**config.mk**
```make
export PLATFORM = sky130hd
export DESIGN_NAME = lfg_gen
export DESIGN_NICKNAME = d
export VERILOG_FILES = /design/src/rtl/lfg_pkg.sv /design/src/rtl/lfg_ptr.sv /design/src/rtl/lfg_hist.sv /design/src/rtl/lfg_lfsr.sv /design/src/rtl/lfg_gen.sv
export SDC_FILE = /design/constraint.sdc
export NUM_CORES = 2
export LEC_CHECK = 0
export BUFFER_PORTS_ARGS = -buffer_cell sky130_fd_sc_hd__buf_2
export CAP_MARGIN = 20
export CORE_AREA = 5 5 415 417
export DETAILED_ROUTE_END_ITERATION = 8
export DIE_AREA = 0 0 420 422
export GPL_ROUTABILITY_DRIVEN = 0
export PLACE_DENSITY_LB_ADDON = 0.1
export SLEW_MARGIN = 5
export SYNTH_ARGS = -nofsm -noshare
export SYNTH_HDL_FRONTEND = slang
export SYNTH_HIERARCHICAL = 1
export SYNTH_SLANG_ARGS = --single-unit
```
**constraint.sdc**
```tcl
create_clock -name clk -period 18.8 [get_ports clk]
set_input_delay 1.88 -clock clk [delete_from_list [all_inputs] [get_ports clk]]
set_output_delay 1.88 -clock clk [all_outputs]
set_load 0.02 [all_outputs]
```
**src/rtl/lfg_pkg.sv**
```systemverilog
package lfg_pkg;

  typedef enum logic [1:0] {
    ST_EMPTY,
    ST_MANUAL,
    ST_AUTO,
    ST_RUN
  } lfg_state_e;

  // Modular add for ring indices; base and ofs are both below depth.
  function automatic int ring_add(input int base, input int ofs, input int depth);
    int s;
    s = base + ofs;
    if (s >= depth) s = s - depth;
    return s;
  endfunction

endpackage

```
**src/rtl/lfg_ptr.sv**
```systemverilog
module lfg_ptr #(
  parameter int DEPTH = 55,
  parameter int OFS   = 31,
  parameter int PTR_W = 6
) (
  input  logic             clk,
  input  logic             rst_n,
  input  logic             clear,
  input  logic             step,
  input  logic             restart,
  output logic [PTR_W-1:0] wr_addr,
  output logic [PTR_W-1:0] lag_addr,
  output logic [PTR_W-1:0] cur_ptr
);
  logic [PTR_W-1:0] wp_q;

  // A restart writes slot 0 no matter where the pointer rests.
  assign wr_addr  = restart ? '0 : wp_q;
  assign cur_ptr  = wp_q;
  // The slot holding the word from the short lag lies OFS slots ahead of the oldest.
  assign lag_addr = PTR_W'(lfg_pkg::ring_add(int'(wp_q), OFS, DEPTH));

  always_ff @(posedge clk or negedge rst_n) begin
    if (!rst_n)     wp_q <= '0;
    else if (clear) wp_q <= '0;
    else if (step)  wp_q <= PTR_W'(lfg_pkg::ring_add(int'(wr_addr), 1, DEPTH));
  end
endmodule

```
**src/rtl/lfg_hist.sv**
```systemverilog
module lfg_hist #(
  parameter int WORD_W = 32,
  parameter int DEPTH  = 55,
  parameter int PTR_W  = 6
) (
  input  logic              clk,
  input  logic              rst_n,
  input  logic              wr_en,
  input  logic [PTR_W-1:0]  wr_addr,
  input  logic [WORD_W-1:0] wr_data,
  input  logic [PTR_W-1:0]  rd_a_addr,
  input  logic [PTR_W-1:0]  rd_b_addr,
  output logic [WORD_W-1:0] rd_a_data,
  output logic [WORD_W-1:0] rd_b_data
);
  logic [WORD_W-1:0] mem [DEPTH];

  always_ff @(posedge clk or negedge rst_n) begin
    if (!rst_n) begin
      for (int i = 0; i < DEPTH; i++) mem[i] <= '0;
    end else if (wr_en) begin
      mem[wr_addr] <= wr_data;
    end
  end

  assign rd_a_data = mem[rd_a_addr];
  assign rd_b_data = mem[rd_b_addr];
endmodule

```
**src/rtl/lfg_lfsr.sv**
```systemverilog
module lfg_lfsr #(
  parameter int                W    = 32,
  parameter logic [W-1:0]      TAPS = 32'h80200003,
  parameter logic [W-1:0]      SEED = 32'hACE12468
) (
  input  logic         clk,
  input  logic         rst_n,
  input  logic         load,
  input  logic         step,
  output logic [W-1:0] state
);
  logic [W-1:0] s_q;

  // Galois form: shift right, fold the taps in when a one falls out.
  function automatic logic [W-1:0] advance(input logic [W-1:0] s);
    logic [W-1:0] n;
    n = s >> 1;
    if (s[0]) n = n ^ TAPS;
    return n;
  endfunction

  always_ff @(posedge clk or negedge rst_n) begin
    if (!rst_n)    s_q <= SEED;
    else if (load) s_q <= SEED;
    else if (step) s_q <= advance(s_q);
  end

  assign state = s_q;
endmodule

```
**src/rtl/lfg_gen.sv**
```systemverilog
module lfg_gen #(
  parameter int                 WORD_W    = 32,
  parameter int                 DEPTH     = 55,
  parameter int                 SHORT_LAG = 24,
  parameter logic [WORD_W-1:0]  AUTO_SEED = 32'hACE12468,
  parameter logic [WORD_W-1:0]  LFSR_TAPS = 32'h80200003
) (
  input  logic              clk,
  input  logic              rst_n,
  input  logic              seed_load,
  input  logic [WORD_W-1:0] seed_data,
  input  logic              auto_seed,
  input  logic              enable,
  output logic [WORD_W-1:0] word_out,
  output logic              word_valid,
  output logic              seed_ready,
  output logic              seed_all_even
);
  import lfg_pkg::*;

  localparam int PTR_W   = $clog2(DEPTH);
  localparam int LAG_OFS = DEPTH - SHORT_LAG;

  lfg_state_e st_q;
  logic       odd_seen_q;

  // Named internal events (observed by the bound checker).
  logic              in_auto, auto_req, man_req, man_restart;
  logic              fill_write, fill_done, gen_step, ptr_step;
  logic [WORD_W-1:0] fill_data, wr_data, lfsr_q, old_word, lag_word, sum_word;
  logic [PTR_W-1:0]  wr_addr, lag_addr, wr_ptr;

  function automatic logic [WORD_W-1:0] lag_sum(input logic [WORD_W-1:0] a,
                                                input logic [WORD_W-1:0] b);
    return a + b;  // wraps modulo 2^WORD_W
  endfunction

  assign in_auto     = (st_q == ST_AUTO);
  assign auto_req    = auto_seed & ~in_auto;
  assign man_req     = seed_load & ~in_auto & ~auto_seed;
  assign man_restart = man_req & (st_q != ST_MANUAL);
  assign gen_step    = (st_q == ST_RUN) & enable & ~seed_load & ~auto_seed;
  assign fill_write  = man_req | in_auto;
  assign fill_data   = in_auto ? lfsr_q : seed_data;
  assign fill_done   = fill_write & (wr_addr == PTR_W'(DEPTH - 1));
  assign ptr_step    = fill_write | gen_step;
  assign sum_word    = lag_sum(lag_word, old_word);
  assign wr_data     = gen_step ? sum_word : fill_data;

  lfg_ptr #(.DEPTH(DEPTH), .OFS(LAG_OFS), .PTR_W(PTR_W)) u_ptr (
    .clk      (clk),
    .rst_n    (rst_n),
    .clear    (auto_req),
    .step     (ptr_step),
    .restart  (man_restart),
    .wr_addr  (wr_addr),
    .lag_addr (lag_addr),
    .cur_ptr  (wr_ptr)
  );

  lfg_hist #(.WORD_W(WORD_W), .DEPTH(DEPTH), .PTR_W(PTR_W)) u_hist (
    .clk       (clk),
    .rst_n     (rst_n),
    .wr_en     (ptr_step),
    .wr_addr   (wr_addr),
    .wr_data   (wr_data),
    .rd_a_addr (wr_addr),
    .rd_b_addr (lag_addr),
    .rd_a_data (old_word),
    .rd_b_data (lag_word)
  );

  lfg_lfsr #(.W(WORD_W), .TAPS(LFSR_TAPS), .SEED(AUTO_SEED)) u_lfsr (
    .clk   (clk),
    .rst_n (rst_n),
    .load  (auto_req),
    .step  (in_auto),
    .state (lfsr_q)
  );

  always_ff @(posedge clk or negedge rst_n) begin
    if (!rst_n) begin
      st_q       <= ST_EMPTY;
      odd_seen_q <= 1'b0;
    end else begin
      if (auto_req)         st_q <= ST_AUTO;
      else if (fill_done)   st_q <= ST_RUN;
      else if (man_restart) st_q <= ST_MANUAL;

      if (auto_req)         odd_seen_q <= 1'b0;
      else if (man_restart) odd_seen_q <= seed_data[0];
      else if (fill_write)  odd_seen_q <= odd_seen_q | fill_data[0];
    end
  end

  assign word_valid    = gen_step;
  assign word_out      = gen_step ? sum_word : '0;
  assign seed_ready    = (st_q == ST_RUN);
  assign seed_all_even = (st_q == ST_RUN) & ~odd_seen_q;
endmodule

```
==> metrics.cfg <==
[sta]
hold_viol_final=0
fmax_mhz=83.3
rsz0062_at_grt=false
worstMarginPinSlew_ps=1280
period_share=0.639
finalSetupViolCount=0
fin_crit_ps=12010
skew_ps=33.5
slew_viol_final=0
setup_ws_ps=6790
relSlewSlack=0.143
tns_ps=0

[die]
die_w_um=420
ios=72
dieArea_um2=177000
row_count=151
chipHeight_um=422
core_um2=168000
initial_core_util=0.594

[detailed_routing]
firstDrtPassIters=7
drcViolationCount=0
ant_nets=0
viasPerCell=7.28
drtIter0Drc=7490
num_vias=67874
wirelength_um=336000
wl_per_cell_um=36.0

[global_route]
grt_use_total=0.379
grt_pass1_wl_um=490000
antenna_found_initial=17
grt_pass1_vias=69312
grt_max_degree=188
overflow=0

[synth]
ys.flop_type=dfrtp_1
synth_edf_count=0
avgSynthCellArea_um2=13.9
syn-num-nets=7269
syn_inst=7197
seq_area_frac_synth=0.451
syn_area_um2=100000
yosysUniqueCellTypes=91
async_flop_share=1.00
ys_ff_latch=1801
synth_top_area_cell=dfrtp_1
yosysWarningCount=6
yosysTopAreaCellShare=0.447
synth_area_leaders=dfrtp_1 (45%), mux2_2 (21%), mux4_2 (16%)

[worst_setup_path]
arrival_ps=10130
critPathCaptureType=primary output
cpLargestDelayFamily=compound AO/OA/AOI/OAI gates
crit_chain=nor3_1, o21ai_0, a221oi_1, and3_1, xnor2_2, buf_12, buf_12, buf_4, nor2b_4, buf_4, nand2_1, nand3_1, a21boi_0, o32a_1, ha_1, a21oi_1, o21ai_0, a21oi_1, o211ai_1, a41oi_2, o31ai_2, xnor2_1, nor2_1, buf_2
crit_fanout=100
cp_slowest_cell=a21boi_0
cp_slowest_stage_delay_ps=880
cp.required_ps=16920
crit_path_start_kind=flip-flop
cp_num_buf_inv=5
crit_type=flip-flop to primary output

[min_path]
hold_class=flip-flop to flip-flop

[clocking]
clockBufferDepth=3
cts_resized=0
htreeDepth=4
insertion_delay_ps=850
root_buffer=clkbuf_16
numClockSinks=1801
ctsHoldBuffers=0
cts_tree=built
post-cts-setup-buffers=0
cts.reportedPaths.clkPinSlew_ps=60
numCtsBuffers=196

[status]
status=complete, no violations

[cells_and_area]
seq_area_um2=45100
mostFrequentLayoutCell=mux2_2
drive_gt1_frac=0.476
fin_area_um2=109000
multi_input_comb_area_um2=52100
layout-area-overhead-vs-synth_pct=8.76
nets=7006
final_cell_mix=mux2_2 (1904), dfrtp_1 (1788), mux4_2 (692)
fillers=12295

[placed_design]
place.port_buffers=71
dp_hpwl_um=206000
place_area_um2=102000
dp_slack_ps=7330

[run]
cap_violations=0

[sequential cells by signal, summed over array words and instances, names as in the netlist]
name	cells
u_hist/mem	1760
u_lfsr/state	32
u_ptr/cur_ptr	6
st_q	2
odd_seen_q	1
[worst reg2reg max path, delay by kind of cell (launching register included)]
kind            cells  cell delay [ps]
compound gates      9             3140
xor+xnor            1              260
fa+ha+maj           1              570
buf+inv             5             3110
flops               1              620
mux                 1              340
simple gates        7             2000
[Yosys cell counts, types with 8 or more instances]
library cell  instances
mux2_2             1904
dfrtp_1            1788
mux4_2              692
mux2i_1             445
clkbuf_1            304
buf_2               250
nand2_1             231
o22ai_1             190
nor2_1              168
a21oi_1             116
buf_4                94
buf_1                87
nor3_1               77
o21ai_0              73
nand3_1              66
nor2b_1              46
a211oi_1             42
nor4_1               35
ha_1                 34
nand4_1              34
a2111oi_0            33
o2bb2ai_1            32
a2bb2oi_1            28
a41oi_1              27
a21boi_0             26
o21bai_1             26
a222oi_1             24
inv_1                24
nor3b_1              24
o32a_1               24
nand2b_1             23
xnor2_1              23
buf_6                19
and3_1               15
xor2_1               14
a31oi_1              13
dfstp_2              13
and2_1               10
o22a_1                8
[layout make-up]
| type | count | area share |
|---|---|---|
| antenna | 13 | 0.000299 |
| clock buffer | 295 | 0.0534 |
| clock inverter | 59 | 0.00617 |
| inverter | 24 | 0.000920 |
| multi-input combinational | 4613 | 0.478 |
| sequential | 1801 | 0.414 |
| tap | 2218 | 0.0255 |
| timing repair buffer | 298 | 0.0208 |
[metrics by stage]
step	util	instances	hold slack, ps
detailed placement	0.607	8951	497
global placement	0.607	8948	485
floorplan	-	7197	470
CTS	0.646	9305	510
finish	0.646	9321	510
global route	0.646	9309	529
[worst paths after layout]
check | startpoint | to | slack [ps] | depth (start not counted)
worst min-delay path | u_hist/mem[1511] | u_hist/mem[1511] | 510 | 1
min in group asynchronous | rst_n | u_lfsr/state[25] | 1100 | 1
worst min register to register | u_hist/mem[1511] | u_hist/mem[1511] | 510 | 1
worst max-delay path | u_ptr/cur_ptr[2] | word_out[31] | 6790 | 24
worst max register to register | u_ptr/cur_ptr[2] | u_hist/mem[1757] | 8690 | 24
max in group asynchronous | rst_n | u_hist/mem[1292] | 13580 | 5
[cells by family (layout without fill, tap and decap cells)]
| kind of cell | count (synthesis) | after routing | synth area share |
|---|---|---|---|
| muxes | 3047 | 3047 | 0.415 |
| other | 0 | 13 | 0 |
| and+or+nand+nor | 768 | 768 | 0.0374 |
| buffers and inverters | 783 | 676 | 0.0380 |
| DFF | 1801 | 1801 | 0.451 |
| xor gates and xnor gates | 37 | 37 | 0.00324 |
| AOI/OAI and AO/OA | 726 | 726 | 0.0510 |
| adders and majority gates | 35 | 35 | 0.00445 |
[metal layers]
metal / vias up / wire, um / global-route usage
met4: 6 / 24000 / 0.217
met5: - / 41 / 0
met3: 1123 / 36100 / 0.113
met2: 3756 / 148000 / 0.557
met1: 35883 / 127000 / 0.507
li1: 27106 / - / -
Power is not shown: default switching activity piles up to over one toggle a cycle in this logic, so the estimate is an artifact.
